==> config.mk <==
export PLATFORM = sky130hd
export DESIGN_NAME = uart_regcore
export DESIGN_NICKNAME = d
export VERILOG_FILES = /design/src/rtl/urc_pkg.sv /design/src/rtl/urc_baud.sv /design/src/rtl/urc_tx.sv /design/src/rtl/urc_rx.sv /design/src/rtl/uart_regcore.sv
export SDC_FILE = /design/constraint.sdc
export NUM_CORES = 1
export LEC_CHECK = 0
export ABC_CLOCK_PERIOD_IN_PS = 3500
export BUFFER_PORTS_ARGS = -buffer_cell sky130_fd_sc_hd__clkbuf_2
export CAP_MARGIN = 10
export CORE_ASPECT_RATIO = 0.8
export CORE_MARGIN = 1
export CORE_UTILIZATION = 34
export DETAILED_ROUTE_END_ITERATION = 7
export SYNTH_ARGS = -nofsm -noshare
export SYNTH_HDL_FRONTEND = slang
export SYNTH_SLANG_ARGS = --single-unit
==> constraint.sdc <==
create_clock -name clk -period 3.5 [get_ports clk]
set_input_delay 1.05 -clock clk [delete_from_list [all_inputs] [get_ports clk]]
set_output_delay 1.05 -clock clk [all_outputs]
set_load 0.03 [all_outputs]
==> src/rtl/urc_pkg.sv <==
package urc_pkg;
  localparam int DIV_W = 16;

  localparam logic [2:0] OFS_DATA  = 3'd0;
  localparam logic [2:0] OFS_IEN   = 3'd1;
  localparam logic [2:0] OFS_LCTL  = 3'd3;
  localparam logic [2:0] OFS_LSTAT = 3'd5;

  typedef enum logic [2:0] {
    TX_IDLE, TX_START, TX_DATA, TX_PAR, TX_STOP
  } tx_st_t;

  typedef enum logic [2:0] {
    RX_IDLE, RX_START, RX_DATA, RX_PAR, RX_STOP
  } rx_st_t;

  // mask of the valid data bits for a word length code
  function automatic logic [7:0] wl_mask(input logic [1:0] wl);
    case (wl)
      2'd0:    wl_mask = 8'h1F;
      2'd1:    wl_mask = 8'h3F;
      2'd2:    wl_mask = 8'h7F;
      default: wl_mask = 8'hFF;
    endcase
  endfunction

  // right-justify a byte shifted in from the top
  function automatic logic [7:0] wl_align(input logic [7:0] sh, input logic [1:0] wl);
    case (wl)
      2'd0:    wl_align = {3'b000, sh[7:3]};
      2'd1:    wl_align = {2'b00, sh[7:2]};
      2'd2:    wl_align = {1'b0, sh[7:1]};
      default: wl_align = sh;
    endcase
  endfunction
endpackage

==> src/rtl/urc_baud.sv <==
module urc_baud #(
  parameter int DW = 16
) (
  input  logic          clk,
  input  logic          rst,
  input  logic [DW-1:0] div,
  output logic          tick
);
  logic [DW-1:0] cnt;

  always_ff @(posedge clk) begin
    if (rst) begin
      cnt  <= '0;
      tick <= 1'b0;
    end else if (div == '0) begin
      cnt  <= '0;
      tick <= 1'b0;
    end else if (cnt >= div - 1'b1) begin
      cnt  <= '0;
      tick <= 1'b1;
    end else begin
      cnt  <= cnt + 1'b1;
      tick <= 1'b0;
    end
  end

  // with a divisor above one, ticks never come on consecutive cycles
  assert_tick_spacing_R4: assert property (@(posedge clk) disable iff (rst)
    (tick && div > 1) |=> (!tick || !$stable(div)))
    else $error("tick spacing");
endmodule

==> src/rtl/urc_tx.sv <==
module urc_tx import urc_pkg::*; #(
  parameter int OVS = 16
) (
  input  logic       clk,
  input  logic       rst,
  input  logic       tick,
  input  logic [1:0] wl,
  input  logic       two_stop,
  input  logic       pen,
  input  logic       even,
  input  logic       thr_full,
  input  logic [7:0] thr_data,
  output logic       take,
  output logic       idle,
  output logic       sout
);
  localparam int CW = $clog2(OVS);

  tx_st_t        st;
  logic [CW-1:0] cnt;
  logic [7:0]    sh;
  logic [2:0]    bitn, nbm1;
  logic          pen_q, par_q, two_q, stopn;
  logic          last;

  assign last = (cnt == CW'(OVS - 1));
  assign take = (st == TX_IDLE) && thr_full;
  assign idle = (st == TX_IDLE);

  always_ff @(posedge clk) begin
    if (rst) begin
      st    <= TX_IDLE;
      sout  <= 1'b1;
      cnt   <= '0;
      sh    <= '0;
      bitn  <= '0;
      nbm1  <= '0;
      pen_q <= 1'b0;
      par_q <= 1'b0;
      two_q <= 1'b0;
      stopn <= 1'b0;
    end else begin
      case (st)
        TX_IDLE: if (thr_full) begin
          sh    <= thr_data;
          nbm1  <= 3'd4 + {1'b0, wl};
          pen_q <= pen;
          two_q <= two_stop;
          par_q <= even ? ^(thr_data & wl_mask(wl)) : ~^(thr_data & wl_mask(wl));
          sout  <= 1'b0;
          cnt   <= '0;
          st    <= TX_START;
        end
        TX_START: if (tick) begin
          if (last) begin
            cnt  <= '0;
            sout <= sh[0];
            sh   <= {1'b0, sh[7:1]};
            bitn <= '0;
            st   <= TX_DATA;
          end else cnt <= cnt + 1'b1;
        end
        TX_DATA: if (tick) begin
          if (last) begin
            cnt <= '0;
            if (bitn == nbm1) begin
              if (pen_q) begin
                sout <= par_q;
                st   <= TX_PAR;
              end else begin
                sout  <= 1'b1;
                stopn <= 1'b0;
                st    <= TX_STOP;
              end
            end else begin
              sout <= sh[0];
              sh   <= {1'b0, sh[7:1]};
              bitn <= bitn + 1'b1;
            end
          end else cnt <= cnt + 1'b1;
        end
        TX_PAR: if (tick) begin
          if (last) begin
            cnt   <= '0;
            sout  <= 1'b1;
            stopn <= 1'b0;
            st    <= TX_STOP;
          end else cnt <= cnt + 1'b1;
        end
        TX_STOP: if (tick) begin
          if (last) begin
            cnt <= '0;
            if (stopn == two_q) st <= TX_IDLE;
            else stopn <= 1'b1;
          end else cnt <= cnt + 1'b1;
        end
        default: st <= TX_IDLE;
      endcase
    end
  end

  // loading the shifter starts a low start bit on the next cycle
  assert_start_low_R5: assert property (@(posedge clk) disable iff (rst)
    take |=> !sout)
    else $error("start bit not low");
endmodule

==> src/rtl/urc_rx.sv <==
module urc_rx import urc_pkg::*; #(
  parameter int OVS  = 16,
  parameter int SYNC = 2
) (
  input  logic       clk,
  input  logic       rst,
  input  logic       tick,
  input  logic [1:0] wl,
  input  logic       pen,
  input  logic       even,
  input  logic       sin,
  output logic       done,
  output logic [7:0] rx_data,
  output logic       rx_fe,
  output logic       rx_pe
);
  localparam int CW  = $clog2(OVS);
  localparam int MID = OVS / 2;

  logic [SYNC-1:0] sy;
  logic            cur, prev;
  rx_st_t          st;
  logic [CW-1:0]   cnt;
  logic [7:0]      sh, al;
  logic [2:0]      bitn, nbm1;
  logic [1:0]      wl_q;
  logic            pen_q, even_q, par_bit, ones;

  assign cur  = sy[SYNC-1];
  assign al   = wl_align(sh, wl_q);
  assign ones = ^al ^ par_bit;

  generate
    if (SYNC > 1) begin : g_sync
      always_ff @(posedge clk) begin
        if (rst) sy <= '1;
        else     sy <= {sy[SYNC-2:0], sin};
      end
    end else begin : g_nosync
      always_ff @(posedge clk) begin
        if (rst) sy <= '1;
        else     sy <= sin;
      end
    end
  endgenerate

  always_ff @(posedge clk) begin
    if (rst) begin
      st      <= RX_IDLE;
      prev    <= 1'b1;
      cnt     <= '0;
      sh      <= '0;
      bitn    <= '0;
      nbm1    <= '0;
      wl_q    <= '0;
      pen_q   <= 1'b0;
      even_q  <= 1'b0;
      par_bit <= 1'b0;
      done    <= 1'b0;
      rx_data <= '0;
      rx_fe   <= 1'b0;
      rx_pe   <= 1'b0;
    end else begin
      prev <= cur;
      done <= 1'b0;
      case (st)
        RX_IDLE: if (prev && !cur) begin
          cnt    <= '0;
          wl_q   <= wl;
          nbm1   <= 3'd4 + {1'b0, wl};
          pen_q  <= pen;
          even_q <= even;
          st     <= RX_START;
        end
        RX_START: if (tick) begin
          if (cnt == CW'(MID - 1)) begin
            cnt  <= '0;
            bitn <= '0;
            st   <= cur ? RX_IDLE : RX_DATA;
          end else cnt <= cnt + 1'b1;
        end
        RX_DATA: if (tick) begin
          if (cnt == CW'(OVS - 1)) begin
            cnt  <= '0;
            sh   <= {cur, sh[7:1]};
            bitn <= bitn + 1'b1;
            if (bitn == nbm1) st <= pen_q ? RX_PAR : RX_STOP;
          end else cnt <= cnt + 1'b1;
        end
        RX_PAR: if (tick) begin
          if (cnt == CW'(OVS - 1)) begin
            cnt     <= '0;
            par_bit <= cur;
            st      <= RX_STOP;
          end else cnt <= cnt + 1'b1;
        end
        RX_STOP: if (tick) begin
          if (cnt == CW'(OVS - 1)) begin
            cnt     <= '0;
            done    <= 1'b1;
            rx_data <= al;
            rx_fe   <= !cur;
            rx_pe   <= pen_q && (even_q ? ones : !ones);
            st      <= RX_IDLE;
          end else cnt <= cnt + 1'b1;
        end
        default: st <= RX_IDLE;
      endcase
    end
  end

  // a start pulse that is high again at mid-bit drops back to idle
  assert_glitch_reject_R8: assert property (@(posedge clk) disable iff (rst)
    (st == RX_START && tick && cnt == CW'(MID - 1) && cur) |=> (st == RX_IDLE))
    else $error("false start accepted");
endmodule

==> src/rtl/uart_regcore.sv <==
module uart_regcore import urc_pkg::*; #(
  parameter int DIV_RESET = 12,
  parameter int OVS       = 16,
  parameter int SYNC      = 2
) (
  input  logic       clk,
  input  logic       rst,
  input  logic       sel_hi,
  input  logic       sel_lo,
  input  logic       sel_n,
  input  logic [2:0] addr,
  input  logic       wr,
  input  logic       rd,
  input  logic [7:0] wdata,
  output logic [7:0] rdata,
  input  logic       sin,
  output logic       sout,
  output logic       irq
);
  logic [7:0]       lcr, dll, dlm, thr, rbr, lsr;
  logic [1:0]       ier;
  logic             thr_full, dr, oe, fe, pe;
  logic             sel, wr_en, rd_en, dlab, rd_rbr, rd_lsr, thre, temt;
  logic             tick, take, tx_idle, rx_done, rx_fe, rx_pe;
  logic [7:0]       rx_byte;
  logic [DIV_W-1:0] divisor;

  assign sel     = sel_hi & ~sel_lo & ~sel_n;
  assign wr_en   = sel & wr;
  assign rd_en   = sel & rd;
  assign dlab    = lcr[7];
  assign rd_rbr  = rd_en && (addr == OFS_DATA) && !dlab;
  assign rd_lsr  = rd_en && (addr == OFS_LSTAT);
  assign thre    = !thr_full;
  assign temt    = !thr_full && tx_idle;
  assign lsr     = {1'b0, temt, thre, 1'b0, fe, pe, oe, dr};
  assign divisor = {dlm, dll};

  urc_baud #(.DW(DIV_W)) u_baud (
    .clk(clk), .rst(rst), .div(divisor), .tick(tick)
  );

  urc_tx #(.OVS(OVS)) u_tx (
    .clk(clk), .rst(rst), .tick(tick),
    .wl(lcr[1:0]), .two_stop(lcr[2]), .pen(lcr[3]), .even(lcr[4]),
    .thr_full(thr_full), .thr_data(thr),
    .take(take), .idle(tx_idle), .sout(sout)
  );

  urc_rx #(.OVS(OVS), .SYNC(SYNC)) u_rx (
    .clk(clk), .rst(rst), .tick(tick),
    .wl(lcr[1:0]), .pen(lcr[3]), .even(lcr[4]), .sin(sin),
    .done(rx_done), .rx_data(rx_byte), .rx_fe(rx_fe), .rx_pe(rx_pe)
  );

  // host-written registers
  always_ff @(posedge clk) begin
    if (rst) begin
      lcr      <= '0;
      ier      <= '0;
      {dlm, dll} <= DIV_W'(DIV_RESET);
      thr      <= '0;
      thr_full <= 1'b0;
    end else begin
      if (take) thr_full <= 1'b0;
      if (wr_en) begin
        case (addr)
          OFS_DATA: begin
            if (dlab) dll <= wdata;
            else begin
              thr      <= wdata;
              thr_full <= 1'b1;
            end
          end
          OFS_IEN: begin
            if (dlab) dlm <= wdata;
            else      ier <= wdata[1:0];
          end
          OFS_LCTL: lcr <= wdata;
          default: ;
        endcase
      end
    end
  end

  // receive buffer and status flags
  always_ff @(posedge clk) begin
    if (rst) begin
      rbr <= '0;
      dr  <= 1'b0;
      oe  <= 1'b0;
      fe  <= 1'b0;
      pe  <= 1'b0;
    end else begin
      if (rd_rbr) dr <= 1'b0;
      if (rd_lsr) begin
        oe <= 1'b0;
        fe <= 1'b0;
        pe <= 1'b0;
      end
      if (rx_done) begin
        rbr <= rx_byte;
        dr  <= 1'b1;
        if (dr && !rd_rbr) oe <= 1'b1;
        if (rx_fe) fe <= 1'b1;
        if (rx_pe) pe <= 1'b1;
      end
    end
  end

  // registered read port and interrupt
  always_ff @(posedge clk) begin
    if (rst) begin
      rdata <= '0;
      irq   <= 1'b0;
    end else begin
      irq <= (ier[0] & dr) | (ier[1] & thre);
      if (rd_en) begin
        case (addr)
          OFS_DATA:  rdata <= dlab ? dll : rbr;
          OFS_IEN:   rdata <= dlab ? dlm : {6'b0, ier};
          OFS_LCTL:  rdata <= lcr;
          OFS_LSTAT: rdata <= lsr;
          default:   rdata <= '0;
        endcase
      end
    end
  end

  assert_unselected_write_R1: assert property (@(posedge clk) disable iff (rst)
    (wr && !sel) |=> ($stable(lcr) && $stable(ier) && $stable(divisor)))
    else $error("write without select took effect");

  assert_thr_fill_R6: assert property (@(posedge clk) disable iff (rst)
    (wr_en && addr == OFS_DATA && !dlab) |=> !thre)
    else $error("holding byte not filled");

  assert_dr_clear_R7: assert property (@(posedge clk) disable iff (rst)
    (rd_rbr && !rx_done) |=> !dr)
    else $error("data ready not cleared");

  assert_overrun_R9: assert property (@(posedge clk) disable iff (rst)
    (rx_done && dr && !rd_rbr) |=> oe)
    else $error("overrun not flagged");

  assert_irq_masked_R10: assert property (@(posedge clk) disable iff (rst)
    ($past(ier) == 2'b00) |-> !irq)
    else $error("irq with no enables");

  assert_reset_idle_R11: assert property (@(posedge clk) disable iff (rst)
    $past(rst) |-> (sout && !irq))
    else $error("outputs not idle after reset");
endmodule

# ---- After elaboration in Yosys (flattened, before gate mapping)
# Index checks and enable logic that the tools add are counted.
dict set report word_totals {
  register_bits 139
  input_bits 19
  output_inout_bits 10
  wordCells 264
}
dict set report classes {
  addsub 7
  magnitude_cmp 1
  eq_ne 47
  n_mux 101
  bitwise_logic 14
  n_reduce_logical 54
}
# cell n
set ops {}
lappend ops {{two-way mux 3 bit} 32}
lappend ops {{two-way mux 8 bit} 11}
lappend ops {{one-hot mux 8 bit (3 select lines)} 3}
lappend ops {{two-way mux 1 bit} 37}
lappend ops {{two-way mux 4 bit} 8}
lappend ops {{one-hot mux 8 bit (4 select lines)} 1}
lappend ops {{one-hot mux 3 bit (5 select lines)} 2}
lappend ops {{!= test 2 x 1 -> 1 bit, second input constant} 14}
lappend ops {{!= test 2 bit, second input constant} 12}
lappend ops {{AND reduction 3 bit} 8}
lappend ops {{AND reduction 10 bit} 2}
lappend ops {{adder 16 x 1 -> 16 bit, second input constant} 1}
lappend ops {{greater-or-equal comparator 16 bit} 1}
lappend ops {{zero test 16 bit} 1}
lappend ops {{XOR reduction 8 bit} 2}
lappend ops {{subtractor 16 x 1 -> 16 bit, second input constant} 1}
lappend ops {{equality test 3 x 2 -> 1 bit, second input constant} 5}
lappend ops {{one-hot mux 3 bit (2 select lines)} 2}
lappend ops {{one-hot mux 4 bit (3 select lines)} 1}
lappend ops {{AND reduction 11 bit} 1}
lappend ops {{equality test 3 x 1 -> 1 bit, second input constant} 3}
lappend ops {{equality test 3 bit, second input constant} 3}
lappend ops {{zero test 3 bit} 3}
lappend ops {{nonzero test 3 bit} 3}
lappend ops {{other kinds (33)} 67}

# ---- Depth between registers and ports, before layout
# Gate-level depths: netlist (run 1).
dict set report logic_depth {
  ltp_word 10
  mapped_depth 14
}

# ---- Hierarchy
# A second synthesis (run 1) with hierarchy kept.
dict set report hier_totals {
  cells_unflattened 812
  hier_area_um2 7228.2
}
# module instances cells_each area_per_inst_um2
set by_module_without_submodules {}
lappend by_module_without_submodules {uart_regcore 1 248 2389.8}
lappend by_module_without_submodules {urc_rx 1 229 1981.9}
lappend by_module_without_submodules {urc_tx 1 177 1536.5}
lappend by_module_without_submodules {urc_baud 1 158 1320.0}

# ---- Worst setup path after synthesis (run 1)
# OpenSTA, ideal clock, no wires.
dict set report synth_path {
  path_type {register to register}
  start {register dll[1]}
  end {register u_baud.cnt[14]}
  setup_time_ns 0.064
  arrival_ns 2.750
  slack_ns 0.686
  path_stages_with_launch 14
  path_buffers 1
  synth_period_minus_slack_ns 2.814
  cell_sequence {dfxtp_1 or3_1 nor3_1 nand2b_1 nor4_1 xnor2_1 ha_1 a21o_1 a21o_1 a21oi_1 o211a_1 o211ai_2 buf_2 nor2_1}
}
dict set report synth_via {
  elab_chain_len 3
  elab_cells_between_ends 4
  cone_classes {1 x add/sub; 1 x order compare; 2 x reduce/logical}
}
# element line
set synth_lines {}
lappend synth_lines {{start: declaration} uart_regcore.sv:20} ;# logic [7:0] lcr, dll, dlm, thr, rbr, lsr;
lappend synth_lines {{start signal: assignment} uart_regcore.sv:61} ;# {dlm, dll} <= DIV_W'(DIV_RESET);
lappend synth_lines {{start signal: assignment} uart_regcore.sv:69} ;# if (dlab) dll <= wdata;
lappend synth_lines {{subtractor 16 x 1 -> 16 bit} urc_baud.sv:18} ;# end else if (cnt >= div - 1'b1) begin
lappend synth_lines {{greater-or-equal comparator 16 bit} urc_baud.sv:18}
lappend synth_lines {{OR reduction 3 bit (no line) *} -}
lappend synth_lines {{end signal: assignment} urc_baud.sv:22} ;# cnt <= cnt + 1'b1;
lappend synth_lines {{end: declaration} urc_baud.sv:9} ;# logic [DW-1:0] cnt;
# Every way passes the cells marked *; elsewhere a longest branch is shown, timed or not.
# A chain may end at the register's enable or synchronous reset.

# ---- Worst setup path after layout (run 1)
dict set report layout_path {
  start {register dll[1]}
  end {register u_baud.cnt[9]}
}
# Same word-level chain as after synthesis.

==> impl_metrics.toml, run 1 <==
[clock_tree]
clk_root_buffer_cell = "clkbuf_16"
ctsHoldBuffers = 0
cts_buffer_depth = 2
cts_inserted_buffers = 17
post-cts-setup-buffers = 0
cts_resized = 0
cts_tree = "built"
cts_sinks = 137
clk_pin_slew_ps = 60
clk-insertion-delay-late_ps = 420
cts_htree_levels = 4

[timing]
max_clock_freq_ghz = 0.333
worst_pin_slew_ps = 941
relSlewSlack_pct = 37.2
slew_violations = 0
finalSetupViolations = 0
rsz0062_at_grt = "no"
setup_tns_ps = 0
fin_crit_sh_pct = 85.9
fin_skew_ps = 6.36
finalHoldViolCount = 0
period_minus_slack_ps = 3010

[power_and_ir_drop]
vdd_drop_max_uv = 277
power.density_nw_per_um2 = 460
power.leakage_nw = 2.98

[worst_setup_path]
critical_path_required_ps = 3860
path_max_fanout = 16
critical_path_class = "reg -> reg"
cp_common_cell = "a21o_1"
crit_path_start_kind = "flop"
path_cells = "or3_1, nor3_1, nand2b_1, nor4_1, xnor2_1, ha_1, a21o_1, a21o_1, a21oi_1, o211a_1, o211ai_2, buf_4, nor2_1"
slowest_delay_ps = 410
critPathCaptureType = "flop"
worstPathArrival_ps = 3370
critPathSlowestCell = "or3_1"

[run]
cap_violations = 0

[floorplanning]
io_pins = 29
core_area_um2 = 20100
design.die.area_um2 = 21400
start_util_pct = 35.2
die_y_um = 131
fp-row-count = 46
die_w_um = 163

[yosys]
synthFlopType = "dfxtp_1"
ys_ff_latch = 137
synth_cell_types = 70
synth_area_per_cell_um2 = 8.92
synth_warnings = 0
synth_fp_nets = 834
synth_edf_count = 0
synthArstFlopShare_pct = 0
synthCells = 793
ys_seq_area_share_pct = 38.8
syn_area_um2 = 7080

[detailed_routing]
drt_first_iter_violations = 354
first_pass_iters = 4
drtAntennaViolNets = 0
drc = 0
viasPerCell = 4.98
wirelength_um = 15500
via_count = 5371
wl_per_cell_um = 14.4

[layout]
insertedDiodeCount = 0
area_growth_pct = 13.1
layout-drive-gt1-share_pct = 12.5
nets = 842
fin_cells = 1078

[global_routing]
grt_pass1_wl_um = 25800
grt_max_degree = 73
grt_antenna_before_repair = 0
grt_pass1_vias = 4923
grt-ovfl-total = 0
grt_usage_pct = 15.5

[min_path]
hp-class = "reg -> reg"

[placed_design]
port_buffers = 28
hpwl_um = 11000
gp_congestion = 0.812
dp_cells = 1046

[outcome]
status = "completed"
[cell families after synthesis]
logic type,synth area share (%)
xor gates and xnor gates,7.00
muxes,13.0
buffers and inverters,4.21
DFF,38.8
AOI/OAI and AO/OA,12.7
and+or+nand+nor,20.4
adders and majority gates,3.89
[sequential cells by signal (all words and copies together), names as in the netlist, 4 cells and up]
register / cells
u_baud.cnt: 16
u_tx.sh: 8
u_rx.sh: 8
rbr: 8
u_tx.cnt: 4
thr: 8
rdata: 8
dll: 8
u_rx.rx_data: 8
u_rx.cnt: 4
lcr: 8
dlm: 8
[critical path: cells and delay by family, from the launching register on]
kind / cells / cell delay, ps
AOI/OAI and AO/OA: 5 / 800
xor gates and xnor gates: 1 / 160
adders and majority gates: 1 / 260
buffers and inverters: 1 / 210
DFF: 1 / 330
and+or+nand+nor: 5 / 1190
[placed cells by master (no fill, tap or decap), types with 7 or more instances in the layout]
cell	Yosys	layout
dfxtp_1	137	137
nor2_1	131	131
mux2i_1	75	75
nand2_1	52	52
a21oi_1	45	45
xnor2_1	33	33
clkbuf_2	0	27
ha_1	22	22
xor2_1	21	21
nand3_1	21	21
o21ai_0	20	20
inv_1	17	17
a22oi_1	17	17
clkbuf_16	0	17
nor2b_1	11	11
mux2_2	9	9
a211oi_1	9	9
nand2b_1	8	8
nor3_1	7	7
nand4_1	7	7
nor3b_1	7	7
[metal layers]
layer	wire (µm)	up-vias	track usage, %
met1	8580	2476	23.3
met5	0	-	0
met2	6020	94	21.0
met4	155	0	4.45
met3	768	13	4.07
li1	-	2788	-
[area by class of cell]
class,count,area [µm²]
clock buffers,19,433
clock inverters,13,193
fillers,2000,12100
inverters,18,70.1
multi-input cells,593,4040
flip-flops and latches,137,2740
well taps,264,330
repair buffers,34,200
[report_power, final]
part	leakage [nW]	switching (W)	total, W	internal [W]
registers	1.10	0.0000194	0.00159	0.00157
clock network	0.299	0.000717	0.00192	0.00120
logic	1.57	0.000107	0.000173	0.0000653
total	2.98	0.000844	0.00368	0.00284
[through the flow]
stage	cell area, µm²	worst slack (ps)	hold WS [ps]	power [W]	util [%]
2_1_floorplan	7080	686	389	0.00175	-
3_3_place_gp	7380	589	397	0.00180	36.7
3_5_place_dp	7380	522	403	0.00180	36.7
4_1_cts	8000	495	423	0.00372	39.8
5_1_grt	8000	243	448	0.00382	39.8
6_report	8000	493	419	0.00368	39.8
[worst paths after layout]
path	start	end	slack, ps	cells past startpoint
worst min-delay path	u_rx.sy[0]$_SDFF_PP1_	u_rx.sy[1]$_SDFF_PP1_	420	1
worst min register to register	u_rx.sy[0]$_SDFF_PP1_	u_rx.sy[1]$_SDFF_PP1_	420	1
worst max register to register	dll[1]$_SDFFE_PP0P_	u_baud.cnt[9]$_SDFF_PP0_	490	13
worst max-delay path	dll[1]$_SDFFE_PP0P_	u_baud.cnt[9]$_SDFF_PP0_	490	13
[cell usage after synthesis, types with 3 or more instances]
| cell | instances | area share, % |
|---|---|---|
| a211o_1 | 3 | 0.37 |
| a211oi_1 | 9 | 0.95 |
| a21o_1 | 6 | 0.64 |
| a21oi_1 | 45 | 3.2 |
| a221oi_1 | 3 | 0.37 |
| a22oi_1 | 17 | 1.8 |
| and2_1 | 5 | 0.44 |
| and3_1 | 6 | 0.53 |
| and4_1 | 4 | 0.50 |
| buf_1 | 4 | 0.21 |
| buf_2 | 13 | 0.92 |
| buf_6 | 3 | 0.48 |
| clkbuf_1 | 23 | 1.2 |
| dfxtp_1 | 137 | 39 |
| ha_1 | 22 | 3.9 |
| inv_1 | 17 | 0.90 |
| mux2_2 | 9 | 1.4 |
| mux2i_1 | 75 | 11 |
| mux4_2 | 3 | 0.95 |
| nand2_1 | 52 | 2.8 |
| nand2b_1 | 8 | 0.71 |
| nand3_1 | 21 | 1.5 |
| nand3b_1 | 3 | 0.32 |
| nand4_1 | 7 | 0.62 |
| nand4b_1 | 3 | 0.37 |
| nor2_1 | 131 | 6.9 |
| nor2b_1 | 11 | 0.97 |
| nor3_1 | 7 | 0.50 |
| nor3b_1 | 7 | 0.74 |
| nor4_1 | 4 | 0.35 |
| o21a_1 | 4 | 0.42 |
| o21ai_0 | 20 | 1.4 |
| o22ai_1 | 5 | 0.44 |
| or2_2 | 4 | 0.35 |
| or3_1 | 5 | 0.44 |
| xnor2_1 | 33 | 4.1 |
| xor2_1 | 21 | 2.6 |
(Power assumes the default switching activity.)
==> run 2, diff against run 1 <==
--- a/config.mk
+++ b/config.mk
@@ -12,6 +12,7 @@
 export CORE_MARGIN = 1
 export CORE_UTILIZATION = 34
 export DETAILED_ROUTE_END_ITERATION = 7
+export MAX_ROUTING_LAYER = met4
 export SYNTH_ARGS = -nofsm -noshare
 export SYNTH_HDL_FRONTEND = slang
 export SYNTH_SLANG_ARGS = --single-unit
==> run 2 against run 1 <==
  * Highest routed layer unchanged
  * Clock skew rose by 5.2 ps
  * Wire length about the same
  * Sequential cell count did not move
  * Register-to-register slack about the same
  * Largest cell class unchanged
  * Critical path type unchanged
  * Final cell count stayed put
  * First-iteration DRC count fell by 4.0%
==> impl_metrics.toml, run 2 (synthesized netlist as in run 1, its figures left out) <==
[clock_tree]
clk-insertion-delay-late_ps = 430
cts_buffer_depth = 2
cts_sinks = 137
cts_inserted_buffers = 17
cts_tree = "built"
post-cts-setup-buffers = 0
ctsHoldBuffers = 0
cts_htree_levels = 4
cts_resized = 0
clk_root_buffer_cell = "clkbuf_16"
clk_pin_slew_ps = 60

[worst_setup_path]
crit_path_start_kind = "flop"
r2r_cells = 13
path_max_fanout = 16
r2r_setup_slack_ps = 490
worstReg2RegStart = "dll[1]$_SDFFE_PP0P_"
critical_path_class = "reg -> reg"
timing.rr.end = "u_baud.cnt[9]$_SDFF_PP0_"
worstPathArrival_ps = 3370
critPathCaptureType = "flop"
critical_path_required_ps = 3860

[detailed_routing]
drc = 0
drtAntennaViolNets = 0
via_count = 5363
first_pass_iters = 5
drt_first_iter_violations = 340
viasPerCell = 4.97
wirelength_um = 15500
wl_per_cell_um = 14.4

[global_routing]
grt_pass1_wl_um = 25800
grt_usage_pct = 15.9
grt_max_degree = 73
grt_antenna_before_repair = 0
grt_pass1_vias = 4927
grt-ovfl-total = 0

[floorplanning]
design.die.area_um2 = 21400
core_area_um2 = 20100
io_pins = 29
start_util_pct = 35.2
die_y_um = 131
fp-row-count = 46
die_w_um = 163

[timing]
fin_skew_ps = 11.6
max_clock_freq_ghz = 0.332
relSlewSlack_pct = 38.4
whs_ps = 419
setup_tns_ps = 0
fin_crit_sh_pct = 85.9
layout_setup_ws_ps = 492
finalSetupViolations = 0
period_minus_slack_ps = 3010
slew_violations = 0
finalHoldViolCount = 0
rsz0062_at_grt = "no"
worst_pin_slew_ps = 922

[power_and_ir_drop]
pwr-share-comb_pct = 4.7
seqPwrFrac_pct = 43.2
power.leakage_nw = 2.98
vdd_drop_max_uv = 278
power.density_nw_per_um2 = 460
switching_power_w = 0.000845
p_clk_share_pct = 52.1
p_int_w = 0.00284
p_sw_share_pct = 22.9

[layout]
final_common_cell = "dfxtp_1"
nets = 842
final_cell_mix = "dfxtp_1 (137), nor2_1 (131), mux2i_1 (75)"
regMostFlops = "u_baud.cnt"
insertedDiodeCount = 0
fin_cells = 1078
area_growth_pct = 13.1
largest_reg_flops = 16
layout-drive-gt1-share_pct = 12.5

[placed_design]
dp_cells = 1046
gp_congestion = 0.824
pre_cts_slack_ps = 522
port_buffers = 28
hpwl_um = 11000

[min_path]
hp-start = "u_rx.sy[0]$_SDFF_PP1_"
hold_end = "u_rx.sy[1]$_SDFF_PP1_"
hp-class = "reg -> reg"
hold_depth = 1

[run]
cap_violations = 0

[outcome]
status = "completed"
[run 2: worst max path at each step]
stage / start / endpoint / slack (ps)
CTS: dll[1]$_SDFFE_PP0P_ / u_baud.cnt[9]$_SDFF_PP0_ / 490
detailed placement: dll[1]$_SDFFE_PP0P_ / u_baud.cnt[13]$_SDFF_PP0_ / 520
floorplan: dll[1]$_SDFFE_PP0P_ / u_baud.cnt[14]$_SDFF_PP0_ / 690
global placement: dll[1]$_SDFFE_PP0P_ / u_baud.cnt[13]$_SDFF_PP0_ / 590
global route: dll[0]$_SDFFE_PP0P_ / u_baud.cnt[8]$_SDFF_PP0_ / 240
finish: dll[1]$_SDFFE_PP0P_ / u_baud.cnt[9]$_SDFF_PP0_ / 490
[run 2: area by class of cell]
class                      count  area (µm²)
fill                        2000       12100
multi-input combinational    593        4040
sequential                   137        2740
clock buffer                  19         433
tap                          264         330
timing repair buffer          34         200
clock inverter                13         193
inverter                      18        70.1
[run 2: per-layer routing]
| layer | GRT usage (%) | vias to the layer above | part of all wire [%] |
|---|---|---|---|
| met5 | - | - | 0 |
| met2 | 21.0 | 84 | 39 |
| met3 | 4.01 | 9 | 4.9 |
| met1 | 23.4 | 2483 | 55 |
| met4 | 4.45 | 0 | 0.59 |
| li1 | - | 2787 | - |
[run 2: per-stage QoR]
| step | total power, W | instance area, µm² | util (%) |
|---|---|---|---|
| 3_5_place_dp | 0.00180 | 7380 | 36.7 |
| 2_1_floorplan | 0.00175 | 7080 | - |
| 4_1_cts | 0.00372 | 8000 | 39.8 |
| 3_3_place_gp | 0.00180 | 7380 | 36.7 |
| 6_report | 0.00368 | 8000 | 39.8 |
| 5_1_grt | 0.00382 | 8000 | 39.8 |
[run 2: critical path, cell delays in order (launching register included)]
cell and delay (ps):
dfxtp_1 330, or3_1 410, nor3_1 260, nand2b_1 150, nor4_1 260, xnor2_1 160, ha_1 260, a21o_1 170
a21o_1 170, a21oi_1 180, o211a_1 210, o211ai_2 70, buf_4 200, nor2_1 110
[run 2: power by group through the flow]
stage                     Clock, W  Sequential (W)  Combinational [W]
after floorplan                  0         0.00161           0.000139
after detailed placement         0         0.00163           0.000172
final                      0.00192         0.00159           0.000173
after global placement           0         0.00163           0.000172
after global routing       0.00203         0.00159           0.000192
after CTS                  0.00196         0.00159           0.000173
==> run 3, diff against run 2 <==
--- a/config.mk
+++ b/config.mk
@@ -15,4 +15,5 @@
 export MAX_ROUTING_LAYER = met4
 export SYNTH_ARGS = -nofsm -noshare
 export SYNTH_HDL_FRONTEND = slang
+export SYNTH_HIERARCHICAL = 1
 export SYNTH_SLANG_ARGS = --single-unit
==> run 3 against run 2 <==
  * Sequential share of layout area decreased by 0.42 points
  * Sequential cell count unchanged
  * Final cell count increased by 2.3%
  * Design area increased by 1.2%
  * Core utilization decreased by 0.81 points
  * Wire length increased by 9.2%
  * Maximum frequency decreased by 6.5%
  * Die area increased by 2.1%
  * Synthesized area increased by 2.2%
  * Largest power group unchanged
==> impl_metrics.toml, run 3 <==
[clock_tree]
cts_tree = "built"
clk_root_buffer_cell = "clkbuf_16"
cts_buffer_depth = 2
cts_sinks = 137
clk-insertion-delay-late_ps = 430
clk_pin_slew_ps = 60
ctsHoldBuffers = 0
cts_htree_levels = 4
post-cts-setup-buffers = 0
cts_inserted_buffers = 17
cts_resized = 0

[run]
cap_violations = 0

[detailed_routing]
wirelength_um = 16900
wl_per_cell_um = 15.4
drc = 0
drt_first_iter_violations = 366
via_count = 5825
viasPerCell = 5.28
first_pass_iters = 4
drtAntennaViolNets = 0

[timing]
relSlewSlack_pct = 42.9
max_clock_freq_ghz = 0.311
fin_crit_sh_pct = 91.9
fin_skew_ps = 11.5
rsz0062_at_grt = "no"
period_minus_slack_ps = 3220
finalSetupViolations = 0
worst_pin_slew_ps = 856
finalHoldViolCount = 0
slew_violations = 0
setup_tns_ps = 0

[min_path]
hp-class = "reg -> reg"

[layout]
largest_reg_flops = 16
final_common_cell = "dfxtp_1"
fill_cells = 2076
final_cell_mix = "dfxtp_1 (137), nor2_1 (100), nand2_1 (64)"
regMostFlops = "u_baud/cnt"
insertedDiodeCount = 0
layout-drive-gt1-share_pct = 13.4
area_growth_pct = 12.1
final-seq-area_um2 = 2740
multi_input_comb_area_um2 = 4180
nets = 862
fin_area_um2 = 8100

[yosys]
synth_top_area_cell = "dfxtp_1"
post-synth-top-count-cell = "dfxtp_1"
ys_seq_area_share_pct = 37.9
synth_warnings = 6
synth_fp_nets = 853
syn_area_um2 = 7230
synthCells = 812
synthArstFlopShare_pct = 0
ys_ff_latch = 137
synth_edf_count = 0
synth_cell_types = 86
synthTopCellsByArea = "dfxtp_1 (38%), mux2i_1 (8.3%), nor2_1 (5.2%)"
synthFlopType = "dfxtp_1"
synth_common_cells = "dfxtp_1 (137), nor2_1 (100), nand2_1 (64)"
synth_top_area_share_pct = 37.9
synth_area_per_cell_um2 = 8.90

[power_and_ir_drop]
power.leakage_nw = 2.89
vdd_drop_max_uv = 300
total_power_w = 0.00359
power.density_nw_per_um2 = 444

[global_routing]
grt_antenna_before_repair = 0
grt_pass1_wl_um = 27700
grt_pass1_vias = 5287
grt_usage_pct = 16.7
grt_max_degree = 53
grt-ovfl-total = 0

[floorplanning]
io_pins = 29
die_y_um = 132
die_w_um = 165
design.die.area_um2 = 21800
start_util_pct = 34.8
fp-row-count = 47
core_area_um2 = 20800

[outcome]
status = "completed"

[worst_setup_path]
critical_path_class = "reg -> reg"
worst-path-buf-inv = 2
critical_path_required_ps = 3840
critPathSlowestCell = "or4b_1"
critPathCaptureType = "flop"
path_cells = "inv_1, ha_1, or4b_1, nor2_1, nand2_1, xor2_1, ha_1, nand4_1, nor2_1, a311oi_1, nand2_1, buf_4, nor3_1"
crit_family = "simple AND/OR/NAND/NOR gates"
path_max_fanout = 15
slowest_delay_ps = 540
crit_path_start_kind = "flop"
worstPathArrival_ps = 3550

[placed_design]
port_buffers = 28
hpwl_um = 12000
gp_congestion = 0.841
place_area_um2 = 7530
[run 3: cell count changes in the layout (fill, tap and decap cells not counted), sizes merged, moves of 7 or more]
cell   before  now
xnor2      33   26
nand2      52   66
a22oi      17    8
nor2      135  100
a21oi      46   57
nand3      22   34
mux2i      75   60
nor3       10   33
[run 3: power by group]
group          switching [W]  total (W)  internal [W]
Combinational       0.000142   0.000229     0.0000865
Sequential         0.0000317    0.00160       0.00157
Clock               0.000707    0.00176       0.00105
[run 3: cell families (layout without fill, tap and decap cells)]
family          Yosys count  in the layout  share of synthesized area (%)
flops                   137            137                           37.9
mux                      73             73                           10.5
fa+ha+maj                22             22                           3.81
simple gates            319            319                           23.1
xor+xnor                 48             48                           6.39
compound gates          150            150                           14.1
buf+inv                  63             85                           4.17
[run 3: layout make-up]
| cell class | instances | area share, % |
|---|---|---|
| clock inverter | 13 | 1.78 |
| clock buffer | 19 | 5.34 |
| inverter | 18 | 0.834 |
| sequential | 137 | 33.8 |
| multi-input combinational | 612 | 51.6 |
| tap | 269 | 4.15 |
| timing repair buffer | 35 | 2.41 |
[run 3: path summary, 6_finish.rpt]
path / start / end / slack (ps) / cells past startpoint
worst max register to register: dll[0]$_SDFFE_PP0P_ / u_baud/cnt[5]$_SDFF_PP0_ / 280 / 13
worst min-delay path: u_rx/sy[0]$_SDFF_PP1_ / u_rx/sy[1]$_SDFF_PP1_ / 410 / 1
worst max-delay path: dll[0]$_SDFFE_PP0P_ / u_baud/cnt[5]$_SDFF_PP0_ / 280 / 13
worst min register to register: u_rx/sy[0]$_SDFF_PP1_ / u_rx/sy[1]$_SDFF_PP1_ / 410 / 1
[run 3: layer usage]
layer	track usage [%]	share of wire, %	vias up
li1	-	-	2946
met1	24.4	53	2760
met2	22.0	41	108
met3	4.11	5.0	11
met4	5.20	0.81	0
met5	-	0	-
[run 3: metrics by stage]
| stage | setup WS, ps | cells | utilization [%] | hold WS [ps] |
|---|---|---|---|---|
| 6_report | 284 | 1103 | 39.0 | 407 |
| 3_5_place_dp | 321 | 1071 | 36.3 | 393 |
| 5_1_grt | 8.58 | 1103 | 39.0 | 437 |
| 2_1_floorplan | 499 | 812 | - | 389 |
| 4_1_cts | 309 | 1103 | 39.0 | 408 |
| 3_3_place_gp | 495 | 1071 | 36.3 | 393 |
